--- src/rtl/spi_cmd_pkg.sv ---
package spi_cmd_pkg;
  typedef enum logic {MODE_STBY = 1'b0, MODE_ACT = 1'b1} mode_e;

  function automatic int us_to_cyc(input int mhz, input int us);
    return mhz * us;
  endfunction
endpackage

--- src/rtl/spi_pin_sync.sv ---
module spi_pin_sync #(
  parameter int           N       = 3,
  parameter logic [N-1:0] RST_VAL = '0
) (
  input  logic         clk_i,
  input  logic         rst_ni,
  input  logic [N-1:0] pin_i,
  output logic [N-1:0] lvl_o,
  output logic [N-1:0] rise_o,
  output logic [N-1:0] fall_o
);
  for (genvar g = 0; g < N; g++) begin : g_bit
    logic meta_q, sync_q, prev_q;
    always_ff @(posedge clk_i or negedge rst_ni) begin
      if (!rst_ni) begin
        meta_q <= RST_VAL[g];
        sync_q <= RST_VAL[g];
        prev_q <= RST_VAL[g];
      end else begin
        meta_q <= pin_i[g];
        sync_q <= meta_q;
        prev_q <= sync_q;
      end
    end
    assign lvl_o[g]  = sync_q;
    assign rise_o[g] = sync_q & ~prev_q;
    assign fall_o[g] = ~sync_q & prev_q;
  end
endmodule

--- src/rtl/spi_frame_shift.sv ---
module spi_frame_shift #(
  parameter int FRAME_W = 24,
  parameter int CW      = $clog2(FRAME_W + 2)
) (
  input  logic               clk_i,
  input  logic               rst_ni,
  input  logic               csn_fall_i,
  input  logic               csn_rise_i,
  input  logic               sel_i,
  input  logic               sck_rise_i,
  input  logic               sck_fall_i,
  input  logic               di_i,
  input  logic [FRAME_W-1:0] load_i,
  output logic [FRAME_W-1:0] rx_o,
  output logic [CW-1:0]      cnt_o,
  output logic               tx_bit_o
);
  localparam logic [CW-1:0] CNT_MAX = CW'(FRAME_W + 1);

  logic [FRAME_W-1:0] rx_q, tx_q;
  logic [CW-1:0]      cnt_q;

  always_ff @(posedge clk_i or negedge rst_ni) begin
    if (!rst_ni) begin
      rx_q  <= '0;
      tx_q  <= '0;
      cnt_q <= '0;
    end else if (csn_fall_i) begin
      tx_q  <= load_i;
      cnt_q <= '0;
    end else if (!csn_rise_i && sel_i) begin
      if (sck_rise_i) begin
        rx_q <= {rx_q[FRAME_W-2:0], di_i};
        if (cnt_q != CNT_MAX) cnt_q <= cnt_q + 1'b1;
      end
      if (sck_fall_i) tx_q <= {tx_q[FRAME_W-2:0], 1'b0};
    end
  end

  assign rx_o     = rx_q;
  assign cnt_o    = cnt_q;
  assign tx_bit_o = tx_q[FRAME_W-1];

  // the outgoing bit moves only on a serial clock fall or a new load
  p_tx_hold_r2: assert property (@(posedge clk_i) disable iff (!rst_ni)
    (!sck_fall_i && !csn_fall_i) |=> $stable(tx_q));
  // the edge count saturates one past the frame length
  p_cnt_cap_r6: assert property (@(posedge clk_i) disable iff (!rst_ni)
    (cnt_q == CNT_MAX) |=> (cnt_q == CNT_MAX || $past(csn_fall_i)));
endmodule

--- src/rtl/spi_gap_guard.sv ---
module spi_gap_guard
  import spi_cmd_pkg::*;
#(
  parameter int SYS_MHZ = 100,
  parameter int STBY_US = 20,
  parameter int ACT_US  = 4
) (
  input  logic clk_i,
  input  logic rst_ni,
  input  logic csn_fall_i,
  input  logic csn_rise_i,
  input  logic csn_high_i,
  input  logic commit_i,
  input  logic stby_req_i,
  output logic win_ok_o,
  output logic gap_err_o,
  output logic active_o
);
  localparam int LONG_CYC  = us_to_cyc(SYS_MHZ, STBY_US);
  localparam int SHORT_CYC = us_to_cyc(SYS_MHZ, ACT_US);
  localparam int GW        = $clog2(LONG_CYC + 1);

  mode_e         mode_q;
  logic          long_q, win_q, err_q;
  logic [GW-1:0] gap_q, need;
  logic          met;

  assign need = long_q ? GW'(LONG_CYC) : GW'(SHORT_CYC);
  assign met  = gap_q >= need;

  always_ff @(posedge clk_i or negedge rst_ni) begin
    if (!rst_ni) begin
      gap_q <= GW'(LONG_CYC);
    end else if (csn_rise_i) begin
      gap_q <= GW'(1);
    end else if (csn_high_i && gap_q != GW'(LONG_CYC)) begin
      gap_q <= gap_q + 1'b1;
    end
  end

  always_ff @(posedge clk_i or negedge rst_ni) begin
    if (!rst_ni) begin
      win_q <= 1'b0;
      err_q <= 1'b0;
    end else if (csn_fall_i) begin
      win_q <= met;
      if (!met) err_q <= 1'b1;
    end
  end

  always_ff @(posedge clk_i or negedge rst_ni) begin
    if (!rst_ni) begin
      mode_q <= MODE_STBY;
      long_q <= 1'b1;
    end else begin
      if (commit_i) begin
        mode_q <= MODE_ACT;
        long_q <= (mode_q == MODE_STBY);
      end
      if (stby_req_i) mode_q <= MODE_STBY;
    end
  end

  assign win_ok_o  = win_q;
  assign gap_err_o = err_q;
  assign active_o  = (mode_q == MODE_ACT);

  p_gap_err_sticky_r7: assert property (@(posedge clk_i) disable iff (!rst_ni)
    err_q |=> err_q);
  p_stby_req_r8: assert property (@(posedge clk_i) disable iff (!rst_ni)
    stby_req_i |=> !active_o);
endmodule

--- src/rtl/spi_cmd_slave.sv ---
module spi_cmd_slave #(
  parameter int FRAME_W = 24,
  parameter int SYS_MHZ = 100,
  parameter int STBY_US = 20,
  parameter int ACT_US  = 4
) (
  input  logic               clk_i,
  input  logic               rst_ni,
  input  logic               sck_i,
  input  logic               csn_i,
  input  logic               di_i,
  input  logic               fault_i,
  input  logic [FRAME_W-2:0] status_i,
  input  logic               stby_req_i,
  output logic               do_o,
  output logic               do_oe_o,
  output logic [FRAME_W-1:0] ctrl_o,
  output logic               frame_err_o,
  output logic               gap_err_o,
  output logic               active_o
);
  localparam int CW = $clog2(FRAME_W + 2);
  // pin order {di, csn, sck}; csn idles high
  localparam logic [2:0] PIN_RST = 3'b010;

  logic [2:0]         lvl, rise, fall;
  logic               csn_fall, csn_rise, sel, sck_rise, sck_fall;
  logic [FRAME_W-1:0] rx_word;
  logic [CW-1:0]      edge_cnt;
  logic               tx_bit, win_ok, full, commit;
  logic [FRAME_W-1:0] ctrl_q;
  logic               oe_q, ferr_q;

  spi_pin_sync #(.N(3), .RST_VAL(PIN_RST)) u_sync (
    .clk_i (clk_i),
    .rst_ni(rst_ni),
    .pin_i ({di_i, csn_i, sck_i}),
    .lvl_o (lvl),
    .rise_o(rise),
    .fall_o(fall)
  );

  assign csn_fall = fall[1];
  assign csn_rise = rise[1];
  assign sel      = ~lvl[1];
  assign sck_rise = rise[0];
  assign sck_fall = fall[0];

  spi_frame_shift #(.FRAME_W(FRAME_W), .CW(CW)) u_shift (
    .clk_i     (clk_i),
    .rst_ni    (rst_ni),
    .csn_fall_i(csn_fall),
    .csn_rise_i(csn_rise),
    .sel_i     (sel),
    .sck_rise_i(sck_rise),
    .sck_fall_i(sck_fall),
    .di_i      (lvl[2]),
    .load_i    ({fault_i, status_i}),
    .rx_o      (rx_word),
    .cnt_o     (edge_cnt),
    .tx_bit_o  (tx_bit)
  );

  assign full   = (edge_cnt == CW'(FRAME_W));
  assign commit = csn_rise & full & win_ok;

  spi_gap_guard #(.SYS_MHZ(SYS_MHZ), .STBY_US(STBY_US), .ACT_US(ACT_US)) u_guard (
    .clk_i     (clk_i),
    .rst_ni    (rst_ni),
    .csn_fall_i(csn_fall),
    .csn_rise_i(csn_rise),
    .csn_high_i(lvl[1]),
    .commit_i  (commit),
    .stby_req_i(stby_req_i),
    .win_ok_o  (win_ok),
    .gap_err_o (gap_err_o),
    .active_o  (active_o)
  );

  always_ff @(posedge clk_i or negedge rst_ni) begin
    if (!rst_ni) begin
      ctrl_q <= '0;
      oe_q   <= 1'b0;
      ferr_q <= 1'b0;
    end else begin
      if (csn_fall) oe_q <= 1'b1;
      if (csn_rise) begin
        oe_q <= 1'b0;
        if (!full) ferr_q <= 1'b1;
      end
      if (commit) ctrl_q <= rx_word;
    end
  end

  assign do_o        = oe_q & tx_bit;
  assign do_oe_o     = oe_q;
  assign ctrl_o      = ctrl_q;
  assign frame_err_o = ferr_q;

  p_ctrl_on_rise_r5: assert property (@(posedge clk_i) disable iff (!rst_ni)
    !csn_rise |=> $stable(ctrl_o));
  p_oe_drop_r3: assert property (@(posedge clk_i) disable iff (!rst_ni)
    csn_rise |=> !do_oe_o);
  p_fault_first_r4: assert property (@(posedge clk_i) disable iff (!rst_ni)
    csn_fall |=> (do_oe_o && do_o == $past(fault_i)));
  p_ferr_sticky_r6: assert property (@(posedge clk_i) disable iff (!rst_ni)
    frame_err_o |=> frame_err_o);
endmodule

--- config.mk ---
export PLATFORM = sky130hd
export DESIGN_NAME = spi_cmd_slave
export DESIGN_NICKNAME = d
export VERILOG_FILES = /design/src/rtl/spi_cmd_pkg.sv /design/src/rtl/spi_pin_sync.sv /design/src/rtl/spi_frame_shift.sv /design/src/rtl/spi_gap_guard.sv /design/src/rtl/spi_cmd_slave.sv
export SDC_FILE = /design/constraint.sdc
export NUM_CORES = 1
export LEC_CHECK = 0
export BUFFER_PORTS_ARGS = -buffer_cell sky130_fd_sc_hd__buf_2
export CORE_ASPECT_RATIO = 1.5
export CORE_UTILIZATION = 55
export DETAILED_ROUTE_END_ITERATION = 16
export GPL_TIMING_DRIVEN = 0
export PLACE_DENSITY = 0.77
export SLEW_MARGIN = 0
export SYNTH_ARGS = -nofsm -noshare
export SYNTH_HDL_FRONTEND = slang
export SYNTH_SLANG_ARGS = --single-unit
--- constraint.sdc ---
create_clock -name clk_i -period 5.8 [get_ports clk_i]
set_input_delay 0.58 -clock clk_i [delete_from_list [all_inputs] [get_ports clk_i]]
set_output_delay 0.58 -clock clk_i [all_outputs]
set_load 0.05 [all_outputs]
== Word level (Yosys, flattened, before mapping) ==
Cells that the tools add are included.
Cells by class
  shift-type cells: 0
  divide/modulo/power cells: 0
  bitwise operators: 15
  reduce and logical (&&, ||, !) cells: 15
  multipliers: 0
  $add $sub $neg: 2
  magnitude comparators: 1
  eq/ne operators: 3
  multiplexer cells: 14
Operators with widths (count)
  $mux W24: 3
  $mux W11: 3
  $mux W5: 4
  $reduce_bool A2 Y1: 7
  $add A11 B1 Y11 const B: 1
  $ge A11 B11 Y1: 1
  $ne A11 B11 Y1 const B: 1
  $not A1 Y1: 8
  $and A1 B1 Y1: 7
  $reduce_and A2 Y1: 3
  $reduce_and A3 Y1: 2
  $add A5 B1 Y5 const B: 1
  $eq A5 B5 Y1 const B: 1
  $ne A5 B5 Y1 const B: 1
  $mux W1: 4
  $logic_and A1 B1 Y1: 2
  $logic_not A1 Y1: 1
Word-level totals
  RAM bits: 0
  ROM bits: 0
  bits in latches: 0
  logic and storage cells: 69
  input bits: 30
  flip-flop bits (word level): 102
  memories: 0

== Depth between registers and ports, before layout ==
Gate-level depths: netlist (run 1).
  depth in word-level cells: 6
  gate-level depth with buffers: 8

== Modules after synthesis ==
Synthesis (run 1) repeated with hierarchy kept, for this count alone.
Unflattened totals
  cell total of the unflattened synthesis: 326
  area, all modules: 4770.8 µm²
By module, submodules not included
  spi_frame_shift: cells an instance 159, instances 1, area each 2533.7 µm², seq. area each 1326.3 µm²
  spi_cmd_slave: cells an instance 62, instances 1, area each 1082.3 µm², seq. area each 650.6 µm²
  spi_gap_guard: cells an instance 87, instances 1, area each 865.8 µm², seq. area each 384.1 µm²
  spi_pin_sync: cells an instance 18, instances 1, area each 289.0 µm², seq. area each 229.0 µm²

== Worst setup path before layout (run 1) ==
No wires, ideal clock.
  path type: flip-flop to flip-flop
  from: register u_sync.g_bit[1].sync_q
  to: register u_shift.rx_q[0], in the netlist u_shift.rx_o[0]
  setup time: 0.125 ns
  path buffers: 2
  arrival: 1.868 ns
  clock period less this slack: 1.992 ns
  setup slack: 3.808 ns
  cell stages (with the launch flop): 7
  path through: dfstp_2 buf_2 inv_1 ha_1 nand3b_1 clkbuf_1 mux2_2
On the way
  longest elaborated chain between the ends: 4
  elaborated cells between the ends (all ways): 7
  classes of those cells: bitwise: 4; reduce/logical: 3
RTL lines
  start, declared: line spi_pin_sync.sv:13  | logic meta_q, sync_q, prev_q;
  start signal, assigned: line spi_pin_sync.sv:17  | sync_q <= RST_VAL[g];
  start signal, assigned: line spi_pin_sync.sv:21  | sync_q <= meta_q;
  $and A1 B1 Y1 / $not A1 Y1 (equally long branches): line spi_pin_sync.sv:26, spi_pin_sync.sv:27, spi_cmd_slave.sv:45
  $logic_not A1 Y1 / $and A1 B1 Y1 (equally long branches): line spi_frame_shift.sv:31, spi_pin_sync.sv:27
  $logic_and A1 B1 Y1 / $not A1 Y1 (equally long branches)
  $reduce_and A3 Y1 (no line) *
  end signal, assigned: line spi_frame_shift.sv:33  | rx_q <= {rx_q[FRAME_W-2:0], di_i};
  end, declared: line spi_frame_shift.sv:20  | logic [FRAME_W-1:0] rx_q, tx_q;
Mark *: on every way between the ends. The rest lies on a longest branch, timed or not.
A chain may end at the register's enable or synchronous reset.

== Worst setup path after layout (run 1) ==
  from: register u_sync.g_bit[1].sync_q
  to: register u_shift.rx_q[22], in the netlist u_shift.rx_o[22]
Same word-level chain as after synthesis.

==> metrics.txt, run 1 <==
r2r setup slk 3.46 ns; total grt overflow 0; Top delay family on crit path buffers and inverters; Initial Utilization 57.3%; Post-DRT Antenna Nets 0; Worst-Margin Slew 0.768 ns; clk buf depth 2; min Tclk post-route 2.34 ns; critical path arrival 2.56 ns; Mean Syn Cell Area 12.6 µm²; relative slew slack 48.1%; vias per cell 5.49; CP peak stage delay 0.56 ns; maxcap violations 0; vias in the first global route 3001; Clock power frac 39.0%; Pleak 2.44 nW; RD Place Congestion 0.768; row count 39; latest clock arrival within the worst-skew pair 0.34 ns; number of synthesized flops with an enable pin 0; area of the core 7660 µm²; H-Tree Depth 3; CTS tree done; Inst Count DP 509; largest cells by area after synthesis dfrtp_1 (52%), mux2_2 (13%), dfstp_2 (6.0%); CTS clk-pin slew, worst paths 0.07 ns; antenna cell count 0; vias after detailed routing 2884; period utilisation layout 40.3%; 1st-iter DRT viols 131; Slew Limit Fails 0; VDD IR max 212 µV; Synth async-reset ratio 100%; non-filler cells, final 525; critical path, cell by cell buf_2 -> inv_1 -> ha_1 -> nand3b_1 -> clkbuf_1 -> mux2_2; Worst Setup End Kind flip-flop; Top Usage Layer GRT met2; Post-synth top cells dfrtp_1 (92), mux2_2 (50), nand2_1 (30), o21ai_0 (30), mux2i_1 (24); Cells after Synth 348; NetSw 0.381 mW; Achievable Freq 428 MHz; outcome complete, no violations; count leader, synth dfrtp_1; Int Power 1.18 mW; Mapped Area 4390 µm²; worst clock skew 0.00906 ns; grt met3 use 4.62%; die area 8360 µm²; final setup vio count 0; Syn-to-layout area delta 17.2%; CP bufs+invs 3; initial antenna violation count 0; RSZ-0062 raised after global routing no; area occupied by multi-input gates 1710 µm²; CP max stage cell dfstp_2; Buffers on Ports 58; Hold WC Path Type primary input to asynchronous set/reset pin; first-pass GRT wire length 13.7 mm; startpoint types flip-flop; Post-CTS Resized 0; half-perimeter wire length after detailed placement 5.43 mm; CTS Sinks 102; Avg WL per Cell 14.9 µm; fraction of layout cells with a size suffix above 1 34.5%; Post-CTS Setup Inserts 0; IO Count 59; CTS root buf clkbuf_16; syn nets 389; gr usage total 21.6%; # DRC 0; Die Height 111 µm; biggest area consumer among synthesized cells dfrtp_1; highest net fanout along the worst path 10; Yosys warnings 0; Post-Route WL 7.80 mm; #FFs+latches synth 102; Comb pwr share 9.2%; nets 459; Layout fillers 574; total power 1.57 mW; met1 global-route usage 26.8%; DIE WIDTH 75.0 µm; DRT Pass-1 Iters 4; Seq/Total Area, Yosys 58.4%; Register Area 2560 µm²; post-synth cell types 41; sequential power share 51.8%; setup_tns 0 ns; largest net degree at the start of global routing 77; Post-CTS Hold Fix Bufs 0; post-synth top area share 52.4%; WP data required 6.02 ns; met2 usage 35.7%; PD cells 304 nW/µm²; sw frac 24.3%; Fin. Hold Viols 0; Inserted Clock Buffers 9; Synth Flop Type dfrtp_1; critical path class flip-flop to flip-flop
sequential cells by signal, summed over array words and instances, names as in the netlist:
| name | count |
|---|---|
| u_guard.long_q | 1 |
| u_guard.active_o | 1 |
| u_sync.g_bit.sync_q | 3 |
| u_guard.gap_q | 11 |
| ctrl_o | 24 |
| u_shift.cnt_o | 5 |
| u_shift.rx_o | 24 |
| u_sync.g_bit.meta_q | 3 |
| u_guard.gap_err_o | 1 |
| frame_err_o | 1 |
| u_guard.win_ok_o | 1 |
| u_sync.g_bit.prev_q | 2 |
| u_shift.tx_q | 24 |
| do_oe_o | 1 |
stage by stage:
stage	hold WS [ns]	util [%]	setup WS, ns	cell area [µm²]
6_report	0.152	67.2	3.46	5150
5_1_grt	0.172	67.2	3.32	5150
4_1_cts	0.149	67.2	3.44	5150
3_5_place_dp	0.341	63.2	3.49	4840
3_3_place_gp	0.335	62.8	3.14	4810
2_1_floorplan	0.284	-	3.81	4390
layout make-up:
cell class                 instances  share of cell area, %
clock buffer                      10                   4.64
clock inverter                     6                   1.36
buffer                            17                   1.68
tap                              102                   2.48
inverter                           9                  0.656
multi-input combinational        220                   33.2
sequential                       102                   49.8
timing repair buffer              59                   6.22
cells in the final DEF (no fill, tap or decap), types with 4 or more instances in the layout:
cell        n
buf_2      63
dfrtp_1    92
or3_1       4
nand3_1     4
inv_1       9
nand3b_1    5
dfstp_2    10
nand4_1     4
nand2_1    30
o21ai_0    30
mux2_2     50
clkbuf_16   9
o31ai_1     4
ha_1       11
a21oi_1    11
mux2i_1    24
nor2_1      7
clkbuf_1    8
cells by family after synthesis:
kind of cell / after synthesis / synth area share, %
multiplexers: 74 / 18.3
XOR/XNOR: 2 / 0.399
buffers and inverters: 26 / 2.73
flip-flops: 102 / 58.4
AND/OR/NAND/NOR: 80 / 10.2
adder cells (fa/ha/maj): 11 / 3.13
AO/OA/AOI/OAI: 53 / 6.89
power by group through the flow:
stage               sequential (mW)  combinational [mW]  clock [mW]
detailed placement            0.823               0.146           0
global route                  0.819               0.167       0.649
global placement              0.820               0.139           0
finish                        0.811               0.145       0.610
CTS                           0.810               0.147       0.625
floorplan                     0.813              0.0979           0
routing by layer:
metal	vias to the layer above	wire length, µm
met3	12	246
met2	52	4060
met5	-	0
met4	0	157
met1	1438	3340
li1	1382	-
worst register-to-register path, stage by stage, from the launching register on:
cell	delay, ns
dfstp_2	0.56
buf_2	0.21
inv_1	0.10
ha_1	0.20
nand3b_1	0.24
clkbuf_1	0.49
mux2_2	0.41
final timing paths:
path,start,end,cells past startpoint
setup / recovery,u_sync.g_bit[1].sync_q,u_shift.rx_o[22],6
hold / removal,rst_ni,u_shift.tx_q[18],1
setup reg to reg,u_sync.g_bit[1].sync_q,u_shift.rx_o[22],6
hold reg to reg,u_sync.g_bit[2].meta_q,u_sync.g_bit[2].sync_q,0
max in group asynchronous,rst_ni,u_guard.gap_q[4],2
min in group clk_i,csn_i,u_sync.g_bit[1].meta_q,1
(Power assumes the default switching activity.)
==> run 2, diff against run 1 <==
- CORE_UTILIZATION: 55 -> 51
- PLACE_DENSITY: 0.77 -> 0.75
- clock period: 5.8 -> 2.1 ns (I/O delays scaled with it)
==> run 2 against run 1 <==
Against the previous run: critical path depth shrank 1; setup slack worse by 3.4 ns; final area up 2.6%; clock skew down 0.0030 ns; combinational power grew to 2.9 times the previous value; clock-buffer cell count unchanged; largest cell class unchanged.
==> metrics.txt, run 2 (synthesized netlist as in run 1, its figures left out) <==
Achievable Freq 484 MHz; Worst-Margin Slew 0.857 ns; cell depth of the worst hold path 3; Hold WC Path Type primary input to flip-flop; relative slew slack 42.1%; Inst Count DP 514; nets 467; Placed Area 4850 µm²; 1st-iter DRT viols 127; Post-Route WL 7.90 mm; design area 5290 µm²; min-delay src status_i[14]; CTS Sinks 102; non-filler cells, final 538; latest clock arrival within the worst-skew pair 0.35 ns; RD Place Congestion 0.776; antenna cell count 0; RR Endpoint u_shift.cnt_o[4]; worst clock skew 0.00609 ns; DRT Pass-1 Iters 4; row count 41; Fin. Hold Viols 0; r2r setup slk 0.03 ns; final worst setup slack 0.0319 ns; period utilisation layout 98.5%; commonest non-fill, non-tap cell in the layout dfrtp_1; final setup vio count 0; CTS clk-pin slew, worst paths 0.07 ns; PD cells 825 nW/µm²; VDD IR max 892 µV; half-perimeter wire length after detailed placement 5.53 mm; gr usage total 19.6%; critical path arrival 2.34 ns; CTS tree done; largest net degree at the start of global routing 75; IO Count 59; Pleak 2.50 nW; Worst Setup End Kind flip-flop; CTS root buf clkbuf_16; initial antenna violation count 0; Die Height 116 µm; clk buf depth 2; Crit Reg-Reg Startpoint u_sync.g_bit[1].prev_q; total grt overflow 0; post-place setup slack -0.216 ns; vias per cell 5.38; fraction of layout cells with a size suffix above 1 36.4%; Buffers on Ports 58; H-Tree Depth 3; outcome complete, no violations; area of the core 8360 µm²; fin util 63.2%; min Tclk post-route 2.07 ns; Slew Limit Fails 0; first-pass GRT wire length 13.6 mm; Post-DRT Antenna Nets 0; # DRC 0; Syn-to-layout area delta 20.3%; critical path class flip-flop to flip-flop; setup_tns 0 ns; DIE WIDTH 77.8 µm; Hold EP u_shift.tx_q[14]; Avg WL per Cell 14.7 µm; die area 9000 µm²; reg2reg path depth 5; most frequent cells in the layout dfrtp_1 (92), buf_2 (58), mux2_2 (50); highest net fanout along the worst path 5; Initial Utilization 52.5%; vias in the first global route 2918; vias after detailed routing 2894; WP data required 2.37 ns; maxcap violations 0; Inserted Clock Buffers 9; startpoint types flip-flop
[run 2: cell count changes in the layout (fill, tap and decap cells not counted), moves of 2 or more]
cell | previous run | this run
nor4b_1 | 3 | 1
clkbuf_1 | 8 | 3
buf_2 | 63 | 58
clkbuf_2 | 0 | 3
dlygate4sd3_1 | 0 | 4
buf_4 | 1 | 9
buf_8 | 0 | 2
[run 2: how the worst max path moves through the flow]
| stage | startpoint | endpoint | slack, ns | cells after the start |
|---|---|---|---|---|
| after detailed placement | u_sync.g_bit[1].sync_q | u_shift.rx_o[11] | -0.22 | 6 |
| after global routing | u_sync.g_bit[1].prev_q | u_shift.cnt_o[4] | -0.01 | 5 |
| after CTS | u_sync.g_bit[1].sync_q | ctrl_o[17] | -0.02 | 6 |
| after global placement | rst_ni | u_shift.tx_q[11] | -0.19 | 1 |
| final | u_sync.g_bit[1].prev_q | u_shift.cnt_o[4] | 0.03 | 5 |
| after floorplan | u_sync.g_bit[1].sync_q | u_shift.rx_o[0] | 0.11 | 6 |
[run 2: routing by layer]
| metal | share of wire, % | up-vias | global-route usage, % |
|---|---|---|---|
| met5 | 0 | - | 0 |
| met2 | 53 | 42 | 34.2 |
| li1 | - | 1391 | - |
| met4 | 2.5 | 0 | 10.4 |
| met3 | 2.1 | 12 | 2.83 |
| met1 | 43 | 1449 | 23.5 |
[run 2: worst max-delay path, cell delays in order, from the launching register on]
cell and delay, ns:
dfstp_2 0.53, inv_1 0.06, ha_1 0.21, or4b_4 0.57, or4_1 0.48, a21oi_1 0.14
[run 2: stage by stage]
stage	total power, mW	hold WS (ns)
finish	4.36	0.0769
global route	4.54	0.0886
CTS	4.38	0.0714
detailed placement	2.68	0.167
global placement	2.65	0.318
floorplan	2.52	-0.0856
[run 2: layout make-up]
type,count,area (µm²)
Fill cell,663,3080
Sequential cell,102,2560
Multi-Input combinational cell,220,1730
Timing Repair Buffer,67,390
Clock buffer,10,239
Tap cell,107,134
Buffer,17,125
Clock inverter,6,68.8
Inverter,9,33.8
[run 2: repair_timing]
action / 4_1_cts / 5_1_grt
hold endpoints to repair: 25 / 0
gates resized for setup: 6 / 22
hold buffers: 4 / 0
pin swaps: 0 / 2
setup buffers: 2 / 2
endpoints found under the setup margin: 39 / 66
[run 2: report_power, final]
group	internal, mW	switching (mW)
Sequential	2.12	0.118
Clock	0.963	0.739
Combinational	0.199	0.218
==> run 3, diff against run 2 <==
- clock period: 2.1 -> 1.65 ns (I/O delays scaled with it)
==> run 3 against run 2 <==
Against the previous run: the run now ends with setup timing left; utilization is 7.4 points higher; clock-buffer cell count is 1 higher; sequential share of layout area is 5.1 points lower; largest cell class unchanged.
==> metrics.txt, run 3 (synthesized netlist as in run 1, its figures left out) <==
outcome complete, but fails checks; failing checks setup timing; critical path arrival 2.18 ns; Worst Setup End Kind flip-flop; relative slew slack 64.2%; DIE WIDTH 77.8 µm; Worst-Margin Slew 0.536 ns; RD Place Congestion 0.773; vias after detailed routing 3014; Crit Reg-Reg Startpoint u_sync.g_bit[1].prev_q; gr usage total 21.6%; CP peak stage delay 0.54 ns; maxcap violations 0; most frequent cells in the layout dfrtp_1 (92), buf_2 (57), mux2_4 (49); cell depth of the worst hold path 3; Post-DRT Antenna Nets 0; min Tclk post-route 1.90 ns; Layout fillers 566; VDD IR max 626 µV; die area 9000 µm²; final worst setup slack -0.250 ns; nets 488; Top delay family on crit path simple AND/OR/NAND/NOR gates; half-perimeter wire length after detailed placement 5.51 mm; CP max stage cell dfstp_2; Post-Route WL 9.29 mm; Placed Area 5080 µm²; total power 5.56 mW; fin util 70.6%; area of the core 8360 µm²; IO Count 59; Achievable Freq 526 MHz; Syn-to-layout area delta 34.4%; initial antenna violation count 0; Avg WL per Cell 16.6 µm; largest net degree at the start of global routing 64; vias in the first global route 3086; total grt overflow 0; Inserted Clock Buffers 9; r2r setup slk -0.25 ns; RR Endpoint u_shift.cnt_o[4]; CTS clk-pin slew, worst paths 0.07 ns; non-filler cells, final 559; fraction of layout cells with a size suffix above 1 44.2%; 1st-iter DRT viols 144; setup_tns -11.88 ns; PD cells 942 nW/µm²; Die Height 116 µm; CTS Sinks 102; CTS root buf clkbuf_16; Hold WC Path Type primary input to flip-flop; worst clock skew 0.00489 ns; vias per cell 5.39; first-pass GRT wire length 14.9 mm; CTS tree done; DRT Pass-1 Iters 4; Buffers on Ports 58; Initial Utilization 52.5%; reg2reg path depth 5; final setup vio count 82; WP data required 1.93 ns; antenna cell count 0; period utilisation layout 115%; row count 41; Pleak 2.77 nW; critical path, cell by cell inv_2 -> ha_4 -> or4b_4 -> or4_4 -> a21oi_2; design area 5900 µm²; startpoint types flip-flop; latest clock arrival within the worst-skew pair 0.34 ns; critical path class flip-flop to flip-flop; Hold EP u_shift.tx_q[16]; RSZ-0062 raised after global routing yes; highest net fanout along the worst path 4; Fin. Hold Viols 0; min-delay src status_i[16]; clk buf depth 2; Inst Count DP 514; # DRC 0; commonest non-fill, non-tap cell in the layout dfrtp_1; H-Tree Depth 3; Slew Limit Fails 0; CP bufs+invs 1
## run 3: changes by cell type in the layout (fill, tap and decap cells not counted), moves of 3 or more
cell	previous run	this run
inv_1	9	5
o21ai_1	1	25
inv_2	0	3
buf_8	2	7
a21oi_2	0	4
o21ai_0	29	4
mux2_2	50	1
a21oi_1	11	7
buf_6	2	16
buf_12	0	3
mux2_4	0	49
## run 3: layer usage
| layer | GRT usage [%] | part of all wire [%] | vias to the layer above |
|---|---|---|---|
| li1 | - | - | 1435 |
| met1 | 25.3 | 42 | 1508 |
| met2 | 38.3 | 53 | 63 |
| met3 | 5.75 | 3.6 | 8 |
| met4 | 7.30 | 1.2 | 0 |
| met5 | 0 | 0 | - |
## run 3: stage by stage
stage | setup slack, ns | hold slack, ns
finish | -0.250 | 0.0284
CTS | -0.258 | 0.0210
detailed placement | -0.347 | 0.178
floorplan | -0.167 | -0.131
global placement | -0.633 | 0.273
global route | -0.322 | 0.0269
## run 3: area by class of cell
cell class | instances | area [µm²] | area share, %
clock inverters | 5 | 43.8 | 0.742
plain buffers | 14 | 153 | 2.59
repair buffers | 91 | 722 | 12.2
flip-flops and latches | 102 | 2560 | 43.5
well taps | 107 | 134 | 2.27
inverters | 9 | 36.3 | 0.615
multi-input cells | 220 | 2010 | 34.0
clock buffers | 11 | 243 | 4.11
## run 3: tightest hold or removal path, stage by stage
cell and delay (ns):
buf_2 0.07, nand2_1 0.04, o21ai_1 0.06
## run 3: how the worst max path moves through the flow
stage                                      start  cells past startpoint  slack, ns          endpoint
after floorplan           u_sync.g_bit[1].prev_q                      5      -0.17  u_shift.cnt_o[4]
after global placement                    rst_ni                      1      -0.63  u_shift.tx_q[13]
after detailed placement  u_sync.g_bit[1].sync_q                      6      -0.35   u_shift.rx_o[0]
after CTS                 u_sync.g_bit[1].prev_q                      5      -0.26  u_shift.cnt_o[4]
after global routing      u_sync.g_bit[1].prev_q                      8      -0.32   u_shift.tx_q[6]
final                     u_sync.g_bit[1].prev_q                      5      -0.25  u_shift.cnt_o[4]
## run 3: power breakdown
group	internal, mW	switching, mW
registers	2.70	0.170
logic	0.350	0.329
clock network	1.08	0.935
## run 3: repair_timing
item / 4_1_cts / 5_1_grt
endpoints found under the setup margin: 90 / 88
setup buffers: 21 / 7
pin swaps: 6 / 5
hold buffers: 4 / 0
hold endpoints to repair: 32 / 0
gates resized for setup: 48 / 35
cloned: 4 / 2
